## src/rtl/expander_pkg.sv

```systemverilog
package expander_pkg;

    typedef enum logic {
        STB_LOW  = 1'b0,
        STB_HIGH = 1'b1
    } stb_state_t;

endpackage

```

## src/rtl/strobe_edge.sv

```systemverilog
module strobe_edge
    import expander_pkg::*;
(
    input  logic clk,
    input  logic rst,
    input  logic level,
    output logic rise
);

    stb_state_t state_q;
    stb_state_t state_d;

    always_ff @(posedge clk) begin
        if (rst) begin
            state_q <= STB_LOW;
        end else begin
            state_q <= state_d;
        end
    end

    always_comb begin
        state_d = state_q;
        rise    = 1'b0;
        unique case (state_q)
            STB_LOW: begin
                if (level) begin
                    state_d = STB_HIGH;
                    rise    = 1'b1;
                end
            end
            STB_HIGH: begin
                if (!level) begin
                    state_d = STB_LOW;
                end
            end
            default: begin
                state_d = STB_LOW;
            end
        endcase
    end

    AST_SINGLE_RISE: assert property (@(posedge clk) disable iff (rst)
        rise |=> !rise);

endmodule

```

## src/rtl/shift_chain.sv

```systemverilog
module shift_chain #(
    parameter int WIDTH = 8
) (
    input  logic             clk,
    input  logic             rst,
    input  logic             clr_n,
    input  logic             shift_en,
    input  logic             ser_in,
    output logic [WIDTH-1:0] stages
);

    localparam int LAST = WIDTH - 1;

    generate
        for (genvar i = 0; i < WIDTH; i++) begin : g_stage
            logic next_bit;
            if (i == 0) begin : g_head
                assign next_bit = ser_in;
            end else begin : g_body
                assign next_bit = stages[i-1];
            end

            always_ff @(posedge clk) begin
                if (rst || !clr_n) begin
                    stages[i] <= 1'b0;
                end else if (shift_en) begin
                    stages[i] <= next_bit;
                end
            end
        end
    endgenerate

    AST_CLEAR_EMPTY: assert property (@(posedge clk) disable iff (rst)
        !clr_n |=> (stages == '0));

    AST_SHIFT_STEP: assert property (@(posedge clk) disable iff (rst)
        (shift_en && clr_n) |=> (stages[0] == $past(ser_in))
                                && (stages[LAST:1] == $past(stages[LAST-1:0])));

    AST_IDLE_STABLE: assert property (@(posedge clk) disable iff (rst)
        (!shift_en && clr_n) |=> $stable(stages));

endmodule

```

## src/rtl/hold_reg.sv

```systemverilog
module hold_reg #(
    parameter int WIDTH = 8
) (
    input  logic             clk,
    input  logic             rst,
    input  logic             load,
    input  logic [WIDTH-1:0] d,
    output logic [WIDTH-1:0] q
);

    always_ff @(posedge clk) begin
        if (rst) begin
            q <= '0;
        end else if (load) begin
            q <= d;
        end
    end

    AST_HOLD_STABLE: assert property (@(posedge clk) disable iff (rst)
        !load |=> $stable(q));

    AST_STORE_COPY: assert property (@(posedge clk) disable iff (rst)
        load |=> (q == $past(d)));

endmodule

```

## src/rtl/expander_top.sv

```systemverilog
module expander_top #(
    parameter int WIDTH = 8
) (
    input  logic             clk,
    input  logic             rst,
    input  logic             clr_n,
    input  logic             ser_in,
    input  logic             shift_strobe,
    input  logic             store_strobe,
    output logic [WIDTH-1:0] par_out,
    output logic             cascade_out
);

    localparam int LAST = WIDTH - 1;

    logic             shift_rise;
    logic             store_rise;
    logic [WIDTH-1:0] stages;

    strobe_edge u_shift_edge (
        .clk   (clk),
        .rst   (rst),
        .level (shift_strobe),
        .rise  (shift_rise)
    );

    strobe_edge u_store_edge (
        .clk   (clk),
        .rst   (rst),
        .level (store_strobe),
        .rise  (store_rise)
    );

    shift_chain #(.WIDTH(WIDTH)) u_chain (
        .clk      (clk),
        .rst      (rst),
        .clr_n    (clr_n),
        .shift_en (shift_rise),
        .ser_in   (ser_in),
        .stages   (stages)
    );

    hold_reg #(.WIDTH(WIDTH)) u_hold (
        .clk  (clk),
        .rst  (rst),
        .load (store_rise),
        .d    (stages),
        .q    (par_out)
    );

    assign cascade_out = stages[LAST];

    AST_BOTH_PRESHIFT: assert property (@(posedge clk) disable iff (rst)
        (shift_rise && store_rise) |=> (par_out == $past(stages)));

    AST_CASCADE_ORDER: assert property (@(posedge clk) disable iff (rst)
        (shift_rise && clr_n) |=> (cascade_out == $past(stages[LAST-1])));

endmodule

```

## config.mk

```make
export PLATFORM = sky130hd
export DESIGN_NAME = expander_top
export DESIGN_NICKNAME = d
export VERILOG_FILES = /design/src/rtl/expander_pkg.sv /design/src/rtl/strobe_edge.sv /design/src/rtl/shift_chain.sv /design/src/rtl/hold_reg.sv /design/src/rtl/expander_top.sv
export SDC_FILE = /design/constraint.sdc
export NUM_CORES = 1
export LEC_CHECK = 0
export CORE_MARGIN = 8
export CORE_UTILIZATION = 50
export DETAILED_ROUTE_END_ITERATION = 8
export PLACE_DENSITY = 0.78
export SYNTH_ARGS = -nofsm -noshare
export SYNTH_HDL_FRONTEND = slang
export SYNTH_HIERARCHICAL = 1
export SYNTH_SLANG_ARGS = --single-unit
```

## constraint.sdc

```tcl
create_clock -name clk -period 2.7 [get_ports clk]
set_input_delay 0.54 -clock clk [delete_from_list [all_inputs] [get_ports clk]]
set_output_delay 0.54 -clock clk [all_outputs]
set_load 0.01 [all_outputs]
```

==> key figures <==
GRT
  • GRT Resource Usage Total: 0.102
  • Via count of the first global-routing pass: 437
  • Number of antenna violations at the first check in global routing: 0
  • Overflow left after global routing: 0
  • Largest net degree at the start of global routing: 12
  • Global-route wire length before repair: 2030 um

Detailed routing
  • Residual DRC count: 0
  • Initial DRC Count: 1
  • DR pass1 iterations: 2
  • DR vias/cell: 4.94
  • Vias post-DR: 440
  • Antenna-violating nets left: 0
  • Wirelength per Cell: 13.5 um
  • Post-Route WL: 1210 um

Layout
  • Final cell count without fillers: 89
  • Filler cell count: 125
  • Fin area: 845 um2
  • Number of nets in the final layout: 81
  • Ant diodes: 0
  • Ratio of cells with drive above 1 in the final layout: 0.122
  • Area growth from synthesis to layout: 16.4%

Yosys
  • Post-synthesis cell type with the largest combined area: sky130_fd_sc_hd__dfxtp_1
  • Dominant register cell in the synthesized netlist: sky130_fd_sc_hd__dfxtp_1
  • Yosys warnings: 6
  • Post-synth net total: 72
  • Most used standard cell by instance count after synthesis: sky130_fd_sc_hd__dfxtp_1
  • Fraction of the yosys area taken by sequential cells: 0.497
  • Register bit total from synthesis: 18
  • Yosys top cell area share: 0.497
  • Number of enable-type register cells in the synthesized netlist: 0
  • Cell area after synthesis: 726 um2
  • Synth async-reset ratio: 0
  • Syn avg cell area: 11.0 um2
  • Main area contributors after synthesis: sky130_fd_sc_hd__dfxtp_1 50%, sky130_fd_sc_hd__mux2i_1 22%, sky130_fd_sc_hd__nor2_1 8.3%
  • Cell count after synthesis: 66
  • Yosys cell types: 9
  • Commonest cells in the synthesized netlist: 18 x sky130_fd_sc_hd__dfxtp_1, 16 x sky130_fd_sc_hd__mux2i_1, 16 x sky130_fd_sc_hd__nor2_1

Place
  • Placed Cells incl. Taps: 85
  • RePlAce Congestion: 0.686
  • Post-DP Area: 808 um2
  • Number of I/O port buffers: 14
  • HPWL after detailed placement: 872 um

Floorplanning
  • Standard-cell row count: 13
  • Floorplan die area: 2930 um2
  • Initial core utilization: 0.544
  • Core area: 1330 um2
  • Chip Width: 54.1 um
  • Number of ports placed on the die boundary: 15
  • Die height: 54.1 um

Worst setup path
  • Worst endpoint required time: 2.16 ns
  • Biggest fanout along the worst timing path: 2
  • Type of destination of the critical path: primary output
  • RR Startpoint: u_store_edge/state_q
  • Largest incremental delay on the critical path: 0.54 ns
  • Crit-path slowest cell: sky130_fd_sc_hd__clkdlybuf4s50_1
  • Capture instance of the worst register-to-register path: u_hold/q[4]
  • Top Family by Delay on Critical Path: buffers and inverters
  • Startpoint-to-endpoint class of the critical path: flip-flop to primary output
  • Reg2reg path depth: 3
  • Register-to-register setup slack: 1.67 ns
  • Number of buffers and inverters on the critical path: 1
  • Crit path arrival time: 1.20 ns
  • Cells along the critical path: clkdlybuf4s50_1
  • Startpoint type of the worst setup path: flip-flop

Timing
  • Post-layout min period: 1.74 ns
  • Max-slew violation total from the final report: 0
  • Worst slew pin tran: 0.316 ns
  • Sum of negative setup slack: 0 ns
  • Highest clock rate: 576 MHz
  • Final clock skew: 0.00331 ns
  • Slew headroom: 0.789
  • Unrepaired setup endpoints after global routing: no
  • Hold slack final: 0.501 ns
  • Count of final setup violators: 0
  • Final number of hold-violating endpoints: 0
  • Period utilisation layout: 0.643

Clock network
  • Clock edge transition at the registers on the reported setup and hold paths: 0.10 ns
  • Maximum count of clock buffers along a single path: 2
  • Max H-tree Level: 1
  • Worst skew pair latency: 0.29 ns
  • Total setup buffers inserted after CTS: 0
  • Number of buffers created by CTS: 3
  • Number of hold-repair buffers added at the cts stage: 0
  • Root buf cell: sky130_fd_sc_hd__clkbuf_4
  • TritonCTS clock tree: done
  • Num Clock Sinks: 18
  • Cells resized by post-CTS repair: 0

Power
  • Total chip power: 464 uW
  • Power per Cell Area: 549 nW/um2
  • Lkg Pwr: 0.345 nW
  • IR Drop Worst-Case VDD: 374 uV

Hold path
  • Capture endpoint of the worst hold path: u_hold/q[2]
  • Hold Path Depth: 2
  • Hold Path Class: flip-flop to flip-flop
  • Origin of the worst min-delay path: u_hold/q[2]

Run status
  • Result of the run: finished, final reports clean

Run
  • Max-Cap Viols: 0
==> sequential cells by signal, indices dropped and copies added, names as in the netlist <==
| name | flops |
|---|---|
| u_chain/g_stage.next_bit | 7 |
| u_chain/stages | 1 |
| u_hold/q | 8 |
| u_shift_edge/state_q | 1 |
| u_store_edge/state_q | 1 |
==> how the worst max path moves through the flow <==
stage / from / end / slack (ns) / depth (start not counted)
final: u_hold/q[4] / par_out[4] / 0.96 / 1
after global routing: u_hold/q[0] / par_out[0] / 0.90 / 1
after CTS: u_hold/q[4] / par_out[4] / 0.94 / 1
after detailed placement: shift_strobe / u_chain/g_stage[6].next_bit / 0.93 / 4
after global placement: shift_strobe / u_chain/g_stage[5].next_bit / 0.95 / 4
after floorplan: store_strobe / u_hold/q[7] / 1.57 / 4
==> metrics by stage <==
| stage | worst slack, ns | util |
|---|---|---|
| floorplan | 1.57 | - |
| global placement | 0.947 | 0.606 |
| detailed placement | 0.926 | 0.606 |
| CTS | 0.945 | 0.633 |
| global route | 0.900 | 0.633 |
| finish | 0.963 | 0.633 |
==> worst register-to-register path, delay by kind of cell (launching register included) <==
kind             cells  cell delay (ns)
AND/OR/NAND/NOR      2             0.35
multiplexers         1             0.26
flip-flops           1             0.33
==> layout make-up <==
type / instances / area (um2) / share of cell area
flip-flops and latches: 18 / 360 / 0.427
repair buffers: 15 / 148 / 0.175
clock buffers: 4 / 36.3 / 0.0430
well taps: 15 / 18.8 / 0.0222
multi-input cells: 37 / 282 / 0.333
==> kinds of logic after synthesis <==
logic type | count (synthesis) | share of synthesized area
flip-flops | 18 | 0.497
buffers and inverters | 11 | 0.116
AND/OR/NAND/NOR | 21 | 0.167
multiplexers | 16 | 0.221
==> cell usage in the layout, fill, tap and decap left out <==
cell type / netlist / final
sky130_fd_sc_hd__mux2i_1: 16 / 16
sky130_fd_sc_hd__nor2_1: 16 / 16
sky130_fd_sc_hd__buf_4: 7 / 1
sky130_fd_sc_hd__dfxtp_1: 18 / 18
sky130_fd_sc_hd__clkdlybuf4s50_1: 0 / 14
sky130_fd_sc_hd__clkbuf_4: 0 / 3
sky130_fd_sc_hd__nor2b_4: 4 / 4
sky130_fd_sc_hd__clkbuf_8: 0 / 1
sky130_fd_sc_hd__nand2b_1: 1 / 1
==> power breakdown <==
group	internal, mW	switching (mW)
clock	0.0821	0.0782
combinational	0.0193	0.0147
sequential	0.268	0.00167
total	0.369	0.0945
==> routing by layer <==
layer / vias up / wire length [um] / GRT usage
met4: 0 / 19 / 0.0861
met2: 7 / 614 / 0.162
met5: - / 0 / 0
li1: 221 / - / -
met1: 210 / 519 / 0.101
met3: 2 / 51 / 0.0413
No activity file was read; power rests on OpenSTA's default activity.
